--- src/rtl/dma_prio_arb_pkg.sv ---
package dma_prio_arb_pkg;

    localparam int NUM_CH  = 2;
    localparam int GRANT_W = NUM_CH;

    typedef enum logic [1:0] {
        OWN_NONE = 2'd0,
        OWN_HI   = 2'd1,
        OWN_LO   = 2'd2
    } owner_e;

    // Per-channel view prepared for the priority picker
    typedef struct packed {
        logic req;
        logic cnt_nz;
        logic last;
        logic burst;
    } chan_view_t;

    function automatic logic chan_ready(chan_view_t v);
        return v.req && v.cnt_nz;
    endfunction

    function automatic logic [GRANT_W-1:0] owner_to_grant(owner_e o);
        logic [GRANT_W-1:0] g;
        g = '0;
        case (o)
            OWN_HI:  g[0] = 1'b1;
            OWN_LO:  g[1] = 1'b1;
            default: g = '0;
        endcase
        return g;
    endfunction

endpackage

--- src/rtl/dma_prio_arb_qual.sv ---
module dma_prio_arb_qual
    import dma_prio_arb_pkg::*;
#(
    parameter int CNT_W = 8
) (
    input  logic             req_i,
    input  logic             burst_i,
    input  logic [CNT_W-1:0] cnt_i,
    input  logic             done_i,
    input  logic             granted_i,
    output chan_view_t       view_o
);

    localparam logic [CNT_W-1:0] ONE_XFER = CNT_W'(1);

    always_comb begin
        view_o.req    = req_i;
        view_o.cnt_nz = (cnt_i != '0);
        view_o.burst  = burst_i;
        // final transfer of this channel completes in this cycle
        view_o.last   = granted_i && done_i && (cnt_i == ONE_XFER);
    end

endmodule

--- src/rtl/dma_prio_arb_pick.sv ---
module dma_prio_arb_pick
    import dma_prio_arb_pkg::*;
(
    input  owner_e     owner_q_i,
    input  logic       hold_q_i,
    input  logic       done_i,
    input  chan_view_t hi_i,
    input  chan_view_t lo_i,
    output owner_e     owner_n_o,
    output logic       hold_n_o
);

    logic hi_rdy;
    logic lo_rdy;

    assign hi_rdy = chan_ready(hi_i);
    assign lo_rdy = chan_ready(lo_i);

    always_comb begin
        owner_n_o = owner_q_i;
        case (owner_q_i)
            OWN_NONE: begin
                if (hi_rdy) begin
                    owner_n_o = OWN_HI;
                end else if (lo_rdy && !hold_q_i) begin
                    owner_n_o = OWN_LO;
                end
            end
            OWN_HI: begin
                if (done_i && (hi_i.last || !hi_i.burst || !hi_rdy)) begin
                    owner_n_o = OWN_NONE;
                end
            end
            OWN_LO: begin
                if (done_i) begin
                    if (lo_i.last || !lo_i.burst || !lo_rdy) begin
                        owner_n_o = OWN_NONE;
                    end else if (hi_rdy) begin
                        owner_n_o = OWN_HI;   // preempt at bus-cycle boundary
                    end
                end
            end
            default: owner_n_o = OWN_NONE;
        endcase
    end

    // Channel 0 session: opened by its grant, closed by its final transfer
    assign hold_n_o = (hold_q_i || (owner_n_o == OWN_HI)) && !hi_i.last && hi_i.cnt_nz;

endmodule

--- src/rtl/dma_prio_arb.sv ---
module dma_prio_arb
    import dma_prio_arb_pkg::*;
#(
    parameter int CNT_W = 8
) (
    input  logic               clk,
    input  logic               rst,
    input  logic [NUM_CH-1:0]  req_i,
    input  logic [NUM_CH-1:0]  burst_i,
    input  logic [CNT_W-1:0]   cnt0_i,
    input  logic [CNT_W-1:0]   cnt1_i,
    input  logic               done_i,
    output logic [GRANT_W-1:0] grant_o,
    output logic               bus_req_o
);

    owner_e     owner_q;
    owner_e     owner_n;
    logic       hold_q;
    logic       hold_n;
    logic [CNT_W-1:0] cnt_arr [NUM_CH];
    chan_view_t view [NUM_CH];

    assign cnt_arr[0] = cnt0_i;
    assign cnt_arr[1] = cnt1_i;

    assign grant_o   = owner_to_grant(owner_q);
    assign bus_req_o = (owner_q != OWN_NONE);

    for (genvar g = 0; g < NUM_CH; g++) begin : g_qual
        dma_prio_arb_qual #(.CNT_W(CNT_W)) u_qual (
            .req_i     (req_i[g]),
            .burst_i   (burst_i[g]),
            .cnt_i     (cnt_arr[g]),
            .done_i    (done_i),
            .granted_i (grant_o[g]),
            .view_o    (view[g])
        );
    end

    dma_prio_arb_pick u_pick (
        .owner_q_i (owner_q),
        .hold_q_i  (hold_q),
        .done_i    (done_i),
        .hi_i      (view[0]),
        .lo_i      (view[1]),
        .owner_n_o (owner_n),
        .hold_n_o  (hold_n)
    );

    always_ff @(posedge clk) begin
        if (rst) begin
            owner_q <= OWN_NONE;
            hold_q  <= 1'b0;
        end else begin
            owner_q <= owner_n;
            hold_q  <= hold_n;
        end
    end

endmodule

--- config.mk ---
export PLATFORM = sky130hd
export DESIGN_NAME = dma_prio_arb
export DESIGN_NICKNAME = d
export VERILOG_FILES = /design/src/rtl/dma_prio_arb_pkg.sv /design/src/rtl/dma_prio_arb_qual.sv /design/src/rtl/dma_prio_arb_pick.sv /design/src/rtl/dma_prio_arb.sv
export SDC_FILE = /design/constraint.sdc
export NUM_CORES = 1
export LEC_CHECK = 0
export BUFFER_PORTS_ARGS = -buffer_cell sky130_fd_sc_hd__buf_2
export CAP_MARGIN = 15
export CELL_PAD_IN_SITES_DETAIL_PLACEMENT = 0
export CELL_PAD_IN_SITES_GLOBAL_PLACEMENT = 2
export CORE_AREA = 5 5 47 49
export CTS_CLUSTER_DIAMETER = 120
export DETAILED_ROUTE_END_ITERATION = 6
export DIE_AREA = 0 0 52 54
export PLACE_DENSITY = 0.82
export SETUP_SLACK_MARGIN = 0.02
export SLEW_MARGIN = 30
export SYNTH_ARGS = -nofsm -noshare
export SYNTH_HDL_FRONTEND = slang
export SYNTH_SLANG_ARGS = --single-unit
export TNS_END_PERCENT = 20
--- constraint.sdc ---
create_clock -name clk -period 2.1 [get_ports clk]
set_clock_uncertainty 0.1 [all_clocks]
set_input_delay 0 -clock clk [delete_from_list [all_inputs] [get_ports clk]]
set_output_delay 0 -clock clk [all_outputs]
set_load 0.02 [all_outputs]
# Word level (Yosys, flattened, before mapping)
# Index checks and enable logic that the tools add are counted.
[totals] register_bits=3 word_cells=41 inputBits=23
[classes] muxes=9 reduce_logical=25 n_eq_ne=5
[ops] operator="== test 8 x 1 -> 1 bit (second input constant)" count=2
[ops] operator="nonzero test 8 bit" count=2
[ops] operator="two-way mux 2 bit" count=6
[ops] operator="logical AND 1 bit" count=10
[ops] operator="logical NOT 1 bit" count=6
[ops] operator="one-hot mux 2 bit (3 select lines)" count=1
[ops] operator="logical OR 1 bit" count=5
[ops] operator="== test 2 x 1 -> 1 bit (second input constant)" count=2
[ops] operator="== test 2 bit (second input constant)" count=1
[ops] operator="logical NOT 2 bit" count=1
[ops] operator="two-way mux 1 bit" count=2
[ops] operator="nonzero test 2 bit" count=1

# Longest topological paths before layout
# Gate-level depths: netlist of run 1.
[depth] ltp_word=13 mapped_depth=5

# Cells and area by module
# From an unflattened synthesis of run 1, not the netlist that was laid out.
[hier_totals] cells_unflattened=37 hier_area_um2=310.3
[modules_own_cells] mod="dma_prio_arb_pick" seq_area_each_um2=0.0 cells_per_inst=14 instances=1 area_per_inst_um2=107.6
[modules_own_cells] mod="dma_prio_arb_qual" seq_area_each_um2=0.0 cells_per_inst=7 instances=2 area_per_inst_um2=52.6
[modules_own_cells] mod="dma_prio_arb" seq_area_each_um2=60.1 cells_per_inst=9 instances=1 area_per_inst_um2=97.6

# Worst setup path after synthesis of run 1
# OpenSTA, ideal clock, no wires.
[synth_timing] path_type="flip-flop to flip-flop" start="reg owner_q[0]" end="reg owner_q[0]" setup_ps=118 setup_slack_ps=731 synth_period_minus_slack_ps=1369 stages_incl_launch_ff=6 arrival_time_ps=1150 n_path_buf=1 cell_sequence="dfxtp_1 > clkbuf_1 > nand3b_1 > a211oi_1 > a2bb2oi_1 > a21oi_1"
[synth_between] elab_chain_cells=9 word_cells_on_any_way=21 cone_classes="eq/ne (2); mux (9); reduce/logical (10)"
[synth_lines] element="start, declared" line="dma_prio_arb.sv:17" source="owner_e owner_q;"
[synth_lines] element="start signal, assigned" line="dma_prio_arb.sv:56" source="owner_q <= owner_n;"
[synth_lines] element="== test 2 bit or == test 2 x 1 -> 1 bit (tied branches)" line="dma_prio_arb_pkg.sv:27, dma_prio_arb_pick.sv:21"
[synth_lines] element="two-way mux 1 bit" line="dma_prio_arb_pkg.sv:27" source="case (o)"
[synth_lines] element="logical AND 1 bit (2 in a row)" line="dma_prio_arb_qual.sv:21" source="view_o.last = granted_i && done_i && (cnt_i == ONE_XFER);"
[synth_lines] element="logical OR 1 bit, on equally long branches (2 in a row)" line="dma_prio_arb_pick.sv:36, dma_prio_arb_pick.sv:30"
[synth_lines] element="two-way mux 2 bit or logical AND 1 bit (tied branches)" line="dma_prio_arb_pick.sv:36, dma_prio_arb_pick.sv:30"
[synth_lines] element="two-way mux 2 bit, on equally long branches" line="dma_prio_arb_pick.sv:35, dma_prio_arb_pick.sv:30"
[synth_lines] element="one-hot mux 2 bit (3 select lines) *" line="dma_prio_arb_pick.sv:21" source="case (owner_q_i)"
# Every way passes the cells marked *; elsewhere a longest branch is shown, timed or not.
# A chain may end at the register's enable or synchronous reset.

# Worst setup path after layout of run 1
# Ends and elaborated chain as after synthesis.

==> results of run 1 <==
-- state kept, by name, indices dropped and copies added (netlist names) --
register	cells
hold_q	1
owner_q	2
-- critical path, cell delays in order (launching register included) --
cell       delay, ps
dfxtp_1          480
nand3b_1         130
a211oi_1         350
a2bb2oi_1        210
a21oi_1           80
-- power breakdown --
part	internal, mW	switching [mW]	total (mW)
clock network	0.0712	0.0301	0.101
registers	0.0631	0.00872	0.0718
logic	0.0386	0.0321	0.0708
-- cells by family after synthesis --
group / Yosys count
flops: 3
buf+inv: 5
simple gates: 13
compound gates: 14
-- what timing repair did --
action,4_1_cts,5_1_grt
resized for setup,0,0
hold buffers,2,0
endpoints found under the hold margin,2,0
-- layout by cell type, fill, tap and decap left out, drive strengths merged --
cell,n
clkbuf,4
dfxtp,3
a2bb2oi,1
dlygate4sd3,2
and3,1
nand3b,1
or2,1
o21ai,3
a211oi,1
a32o,1
nor2b,1
o31ai,2
nand3,1
buf,25
nor2,3
nand2b,1
o21bai,1
or3,2
or4,2
a21oi,2
a311oi,1
o2111ai,1
inv,2
a211o,1
-- area by class of cell --
| cell class | count | area [um2] | share of cell area |
|---|---|---|---|
| clock buffers | 4 | 26.3 | 0.0557 |
| inverters | 2 | 7.51 | 0.0159 |
| multi-input cells | 27 | 199 | 0.422 |
| flip-flops and latches | 3 | 60.1 | 0.127 |
| well taps | 27 | 33.8 | 0.0716 |
| repair buffers | 27 | 145 | 0.308 |
-- final timing paths --
kind,from,to,slack (ps)
worst max-delay path,owner_q[0],owner_q[0],630
worst min register to register,hold_q,hold_q,440
worst min-delay path,req_i[1],owner_q[1],30
worst max register to register,owner_q[0],owner_q[0],630
-- metrics by stage --
stage          instances   util  setup slack [ps]
2_1_floorplan         35      -               731
5_1_grt               90  0.259               483
4_1_cts               90  0.259               634
3_5_place_dp          84  0.234               650
3_3_place_gp          84  0.234               657
6_report              90  0.259               633
-- metal layers --
layer	global-route usage	share of wire	up-vias
met5	0	0	-
met1	0.0667	0.39	165
li1	-	-	189
met2	0.113	0.54	14
met4	0.0786	0	0
met3	0.0111	0.070	0
==> results.py, run 1 <==
metrics = {
    "run_status": {
        "outcome": "completed",
    },
    "clock_network": {
        "cts_tree": "built",
        "numCtsBuffers": 3,
        "cts_buffer_depth": 2,
        "root_buffer": "clkbuf_4",
        "post_cts_buffers": 0,
        "clock_latency_ps": 230,
        "clock-sinks": 3,
        "clkTransAtPathRegs_ps": 40,
        "cts_max_level": 1,
    },
    "sta": {
        "setup_viol_count_final": 0,
        "slew_viol_final": 0,
        "final.period_utilization": 0.699,
        "period_needed_ps": 1470,
        "holdWs_ps": 32.7,
        "fin_setup_tns_ps": 0,
        "relSlewSlack": 0.784,
        "fmax_ghz": 0.682,
        "grt_setup_unrepaired": "false",
        "tightest_slew_ps": 322,
        "finalHoldViolCount": 0,
    },
    "global_routing": {
        "grt_overflow": 0,
        "grt_max_degree": 11,
        "grt_pass1_wl_um": 1370,
        "grt_pass1_vias": 378,
        "antenna_found_initial": 0,
        "grt_usage": 0.0676,
    },
    "cells_and_area": {
        "syn2layout_area_growth_pct": 65.4,
        "nets": 87,
        "drive_above_1_share": 0.524,
        "fin_area_um2": 472,
        "n_antenna_cell": 0,
        "fillers": 214,
    },
    "synth": {
        "yosysTopAreaCellShare": 0.211,
        "avgSynthCellArea_um2": 8.15,
        "synth_seq_cells": 3,
        "ys_seq_area_frac": 0.211,
        "synth-edff-count": 0,
        "synth_mux_area_frac": 0,
        "synthAdderAreaFrac": 0,
        "synth-simple-area-share": 0.294,
        "synth_common_cells": "dfxtp_1 (3), nor2_1 (3)",
        "ys.flop_type": "dfxtp_1",
        "async_flop_share": 0,
        "synthCells": 35,
        "ys_warn_count": 0,
        "synth_area_leader_cell": "dfxtp_1",
        "synth_area_leaders": "dfxtp_1 (21%), or4_4 (7.9%), o31ai_4 (7.5%)",
        "synth_compound_area_frac": 0.404,
        "synth.net_count": 58,
        "synth_top_family_by_area": "compound AO/OA/AOI/OAI gates",
        "synth-xor-area-share": 0,
        "synth_area_um2": 285,
        "synthDistinctLibCells": 25,
    },
    "min_path": {
        "holdCritPathClass": "input port to flip-flop",
        "hold_depth": 3,
    },
    "worst_setup_path": {
        "cp.required_ps": 2120,
        "crit_type": "flip-flop to flip-flop",
        "rr_worst_depth": 4,
        "worstPathArrival_ps": 1490,
        "cp_max_fo": 10,
        "end_kind": "flip-flop",
        "cp-start-kind": "flip-flop",
    },
    "power_and_ir_drop": {
        "vdd_drop_max_mv": 0.110,
        "pwr_density_cell_nw_per_um2": 517,
        "leakage_nw": 0.215,
        "p_total_mw": 0.244,
    },
    "routing": {
        "first_iter_violations": 1,
        "vias_per_cell": 4.09,
        "wirelength_um": 816,
        "drc_errors": 0,
        "wl_per_cell_um": 9.07,
        "first_pass_iters": 2,
        "vias": 368,
        "ant_nets": 0,
    },
    "placement": {
        "place_hpwl_um": 720,
        "gp_congestion": 0.622,
        "numPortBuffers": 25,
        "dpl-instance-area_um2": 425,
    },
    "run": {
        "maxCapViolations": 0,
    },
    "floorplanning": {
        "pin_count": 26,
        "rows": 16,
        "core_area_um2": 1820,
        "die_w_um": 52,
        "start_util": 0.157,
        "die_y_um": 54,
        "die_area_um2": 2810,
    },
}
(Power assumes the default switching activity.)
==> run 2, diff against run 1 <==
Settings changed: CORE_AREA 5 5 47 49 to 5 5 49 51, DIE_AREA 0 0 52 54 to 0 0 54 56, PLACE_DENSITY 0.82 to 0.76.
Clock period 2.1 ns to 1.4 ns, I/O delays scaled along.
==> run 2 against run 1 <==
Hold slack worse by 26 ps; sequential power up 39%; die area up 7.7%; sequential cell count unchanged; largest cell class unchanged; largest power group unchanged.
==> results.py, run 2 (same netlist as run 1, synthesis figures left out) <==
metrics = {
    "cells_and_area": {
        "reg_top3": "owner_q (2), hold_q (1)",
        "regMostFlops": "owner_q",
        "drive_above_1_share": 0.563,
        "nets": 88,
        "n_antenna_cell": 0,
        "layout_common_cells": "buf_2 (25), nor2_1 (3), clkbuf_4 (3), dfxtp_1 (3)",
        "largest_reg_flops": 2,
        "fin_area_um2": 482,
        "mostFrequentLayoutCell": "buf_2",
        "syn2layout_area_growth_pct": 68.9,
        "fin_cells": 91,
    },
    "sta": {
        "tightest_slew_ps": 235,
        "finalHoldViolCount": 0,
        "grt_setup_unrepaired": "false",
        "period_needed_ps": 1240,
        "relSlewSlack": 0.841,
        "fmax_ghz": 0.809,
        "setup_viol_count_final": 0,
        "slew_viol_final": 0,
        "fin_setup_tns_ps": 0,
        "final.period_utilization": 0.883,
    },
    "routing": {
        "drc_errors": 0,
        "wirelength_um": 846,
        "first_pass_iters": 1,
        "first_iter_violations": 0,
        "wl_per_cell_um": 9.30,
        "vias_per_cell": 4.11,
        "ant_nets": 0,
        "vias": 374,
    },
    "power_and_ir_drop": {
        "power_frac_comb": 0.326,
        "pwr-share-seq": 0.270,
        "swShare": 0.286,
        "internal_power_mw": 0.264,
        "pwr_density_cell_nw_per_um2": 766,
        "vdd_drop_max_mv": 0.187,
        "p_sw_mw": 0.105,
        "leakage_nw": 0.222,
        "clkPwrFrac": 0.404,
    },
    "floorplanning": {
        "rows": 16,
        "pin_count": 26,
        "die_w_um": 54,
        "start_util": 0.150,
        "core_area_um2": 1900,
        "die_area_um2": 3020,
        "die_y_um": 56,
    },
    "placement": {
        "numPortBuffers": 25,
        "place_inst": 86,
        "dpl-instance-area_um2": 440,
        "gp_congestion": 0.637,
        "place_hpwl_um": 775,
    },
    "clock_network": {
        "clkTransAtPathRegs_ps": 40,
        "root_buffer": "clkbuf_4",
        "clock-sinks": 3,
        "cts_buffer_depth": 2,
        "numCtsBuffers": 3,
        "cts_tree": "built",
        "clock_latency_ps": 230,
        "cts_max_level": 1,
    },
    "worst_setup_path": {
        "critPathSlowestCell": "dfxtp_1",
        "path_cells": "nand3b_1 > a211oi_2 > a2bb2oi_1 > a21oi_1",
        "path_depth": 4,
        "r2r_slack_ps": 160,
        "crit_family": "compound AO/OA/AOI/OAI gates",
        "startpoint": "owner_q[1]",
        "crit_type": "flip-flop to flip-flop",
        "worstSetupEndpoint": "owner_q[0]",
        "r2r-start": "owner_q[1]",
        "cpPeakStageDelay_ps": 290,
        "cp-start-kind": "flip-flop",
        "r2r-end": "owner_q[0]",
        "cp_max_fo": 2,
        "worstPathArrival_ps": 1250,
        "rr_worst_depth": 4,
        "cp.required_ps": 1410,
        "end_kind": "flip-flop",
        "cp_num_buf_inv": 0,
    },
    "global_routing": {
        "grt_pass1_wl_um": 1480,
        "grt_overflow": 0,
        "grt_max_degree": 10,
        "antenna_found_initial": 0,
        "grt_pass1_vias": 390,
        "grt_usage": 0.0676,
    },
    "run_status": {
        "outcome": "completed",
    },
    "min_path": {
        "holdCritPathClass": "input port to flip-flop",
    },
    "run": {
        "maxCapViolations": 0,
    },
}
==> run 2: changes by cell type in the layout (fill, tap and decap cells not counted) <==
| cell | previous run | this run |
|---|---|---|
| dlygate4sd3_1 | 2 | 1 |
| a211oi_1 | 1 | 0 |
| buf_4 | 0 | 2 |
| a211oi_2 | 0 | 1 |
==> run 2: worst min-delay path by stage <==
stage,startpoint,end,slack (ps),depth (start not counted)
after global routing,burst_i[0],hold_q,30,3
after detailed placement,rst,owner_q[0],190,3
final,burst_i[0],hold_q,7,3
after floorplan,rst,owner_q[0],60,2
after global placement,rst,owner_q[0],180,3
after CTS,burst_i[0],hold_q,0.9,3
==> run 2: layout make-up <==
type                    instances  area (um2)
clock buffers                   4        26.3
well taps                      27        33.8
repair buffers                 28         150
fillers                       220        1420
inverters                       2        7.51
multi-input cells              27         204
flip-flops and latches          3        60.1
==> run 2: repair_timing <==
action,CTS,global route
setup endpoints to repair,0,1
hold buffers,1,0
endpoints found under the hold margin,2,0
buffers inserted,0,0
resized for setup,0,1
==> run 2: worst min-delay path, delay by kind of cell <==
kind                   cells  cell delay [ps]
buffers and inverters      1              100
and+or+nand+nor            1               90
AOI/OAI and AO/OA          1               90
==> run 2: power by group through the flow <==
stage | Clock [mW] | Sequential [mW] | Combinational [mW]
after floorplan | 0 | 0.101 | 0.0687
after CTS | 0.157 | 0.0998 | 0.122
final | 0.149 | 0.0996 | 0.120
after global routing | 0.163 | 0.100 | 0.135
after detailed placement | 0 | 0.101 | 0.119
after global placement | 0 | 0.101 | 0.118
==> run 2: metrics by stage <==
stage	power (mW)	hold slack, ps	setup slack, ps	util
2_1_floorplan	0.169	58.1	31.5	-
3_3_place_gp	0.219	184	-34.5	0.232
3_5_place_dp	0.220	191	-51.4	0.232
4_1_cts	0.378	0.880	92.5	0.251
5_1_grt	0.398	34.2	51.0	0.253
6_report	0.369	6.78	164	0.253
==> run 2: routing by layer <==
layer / track usage / part of all wire
met1: 0.0717 / 0.39
met2: 0.106 / 0.50
met3: 0.0214 / 0.084
met4: 0.0534 / 0.020
met5: 0 / 0
==> run 3, diff against run 2 <==
Clock period 1.4 ns to 1.3 ns, I/O delays scaled along.
==> run 3 against run 2 <==
Register-to-register slack got worse by 50 ps; routed wire length increased by 7.2%; clock-buffer cell count unchanged; global-route usage increased by 0.11 points; die area unchanged; setup slack got worse by 87 ps; hold slack improved by 14 ps; via count increased by 4.3%; cell count increased by 3.3%; sequential cell count unchanged; cell area increased by 5.2%.
==> results.py, run 3 (same netlist as run 1, synthesis figures left out) <==
metrics = {
    "cells_and_area": {
        "syn2layout_area_growth_pct": 77.6,
        "nets": 91,
        "mostFrequentLayoutCell": "buf_2",
        "regMostFlops": "owner_q",
        "drive_above_1_share": 0.567,
        "final_util": 0.266,
        "layout_common_cells": "buf_2 (25), buf_4 (4), nor2_1 (3), clkbuf_4 (3), dfxtp_1 (3)",
        "reg_top3": "owner_q (2), hold_q (1)",
        "n_antenna_cell": 0,
        "fin_cells": 94,
        "fillers": 215,
        "largest_reg_flops": 2,
    },
    "worst_setup_path": {
        "cp_max_fo": 7,
        "crit_type": "flip-flop to output pin",
        "end_kind": "output pin",
        "worstPathArrival_ps": 1120,
        "cp-start-kind": "flip-flop",
        "cp.required_ps": 1200,
    },
    "power_and_ir_drop": {
        "leakage_nw": 0.235,
        "p_total_mw": 0.411,
        "swShare": 0.299,
        "vdd_drop_max_mv": 0.234,
        "power_frac_comb": 0.327,
        "internal_power_mw": 0.288,
        "pwr_density_cell_nw_per_um2": 811,
        "clkPwrFrac": 0.411,
        "p_sw_mw": 0.123,
        "pwr-share-seq": 0.263,
    },
    "global_routing": {
        "grt_util_met1": 0.0638,
        "antenna_found_initial": 0,
        "grt_use_met2": 0.111,
        "top_usage_layer": "met2",
        "met3_usage": 0.0161,
        "grt_max_degree": 10,
        "grt_overflow": 0,
        "grt_pass1_vias": 396,
        "grt_usage": 0.0687,
        "grt_pass1_wl_um": 1500,
    },
    "clock_network": {
        "clock_latency_ps": 240,
        "numCtsBuffers": 3,
        "clock-sinks": 3,
        "cts_tree": "built",
        "root_buffer": "clkbuf_4",
        "cts_max_level": 1,
        "clkTransAtPathRegs_ps": 40,
        "cts_buffer_depth": 2,
    },
    "sta": {
        "tightest_slew_ps": 257,
        "setup_viol_count_final": 0,
        "final.period_utilization": 0.941,
        "fmax_ghz": 0.817,
        "finalHoldViolCount": 0,
        "slew_viol_final": 0,
        "period_needed_ps": 1220,
        "relSlewSlack": 0.827,
        "fin_ws_ps": 76.5,
        "grt_setup_unrepaired": "false",
    },
    "floorplanning": {
        "rows": 16,
        "die_y_um": 56,
        "die_area_um2": 3020,
        "pin_count": 26,
        "core_area_um2": 1900,
        "die_w_um": 54,
        "start_util": 0.150,
    },
    "placement": {
        "place_hpwl_um": 784,
        "place_ws_ps": -132,
        "gp_congestion": 0.648,
        "place_inst": 88,
        "numPortBuffers": 25,
    },
    "routing": {
        "wirelength_um": 907,
        "wl_per_cell_um": 9.65,
        "ant_nets": 0,
        "first_pass_iters": 2,
        "vias": 390,
        "drc_errors": 0,
        "first_iter_violations": 3,
        "vias_per_cell": 4.15,
    },
    "run_status": {
        "outcome": "completed",
    },
    "run": {
        "maxCapViolations": 0,
    },
    "min_path": {
        "holdCritPathClass": "input port to flip-flop",
    },
}
-- run 3: changes by cell type in the layout (fill, tap and decap cells not counted), sizes merged --
cell and change:
buf +2, dlygate4sd3 +1
-- run 3: metal layers --
metal | up-vias | wire length (um)
met2 | 18 | 475
met5 | - | 0
met4 | 0 | 27
li1 | 198 | -
met1 | 170 | 325
met3 | 4 | 80
-- run 3: final cells by class --
cell class	count	area (um2)	area share
Multi-Input combinational cell	27	204	0.402
Timing Repair Buffer	31	175	0.346
Sequential cell	3	60.1	0.119
Tap cell	27	33.8	0.0667
Clock buffer	4	26.3	0.0519
Inverter	2	7.51	0.0148
-- run 3: worst paths after layout --
path | slack (ps) | depth (start not counted) | from | to
max | 80 | 3 | owner_q[1] | bus_req_o
max reg2reg | 110 | 4 | owner_q[0] | hold_q
min | 20 | 3 | req_i[0] | hold_q
min reg2reg | 460 | 2 | hold_q | hold_q
-- run 3: power groups by stage --
| stage | clock, mW | combinational [mW] | sequential (mW) |
|---|---|---|---|
| after floorplan | 0 | 0.0749 | 0.108 |
| after global placement | 0 | 0.129 | 0.109 |
| after detailed placement | 0 | 0.130 | 0.109 |
| after CTS | 0.175 | 0.136 | 0.108 |
| after global routing | 0.173 | 0.147 | 0.108 |
| final | 0.169 | 0.134 | 0.108 |
-- run 3: what timing repair did --
item	4_1_cts	5_1_grt
gates resized for setup	1	0
endpoints found under the hold margin	2	0
gates cloned	0	0
hold buffers	2	0
endpoints found under the setup margin	1	1
pin swaps	0	1
setup buffers	0	0
-- run 3: worst max-delay path, cell delays in order, from the launching register on --
cell and delay, ps:
dfxtp_1 300, buf_4 150, or2_2 280, buf_2 160
-- run 3: metrics by stage --
| stage | hold slack (ps) | area, um2 | TNS (ps) |
|---|---|---|---|
| 4_1_cts | 16.2 | 507 | 0 |
| 5_1_grt | 35.2 | 507 | 0 |
| 3_3_place_gp | 192 | 455 | -268 |
| 6_report | 20.5 | 507 | 0 |
| 3_5_place_dp | 191 | 455 | -281 |
| 2_1_floorplan | 58.1 | 287 | 0 |
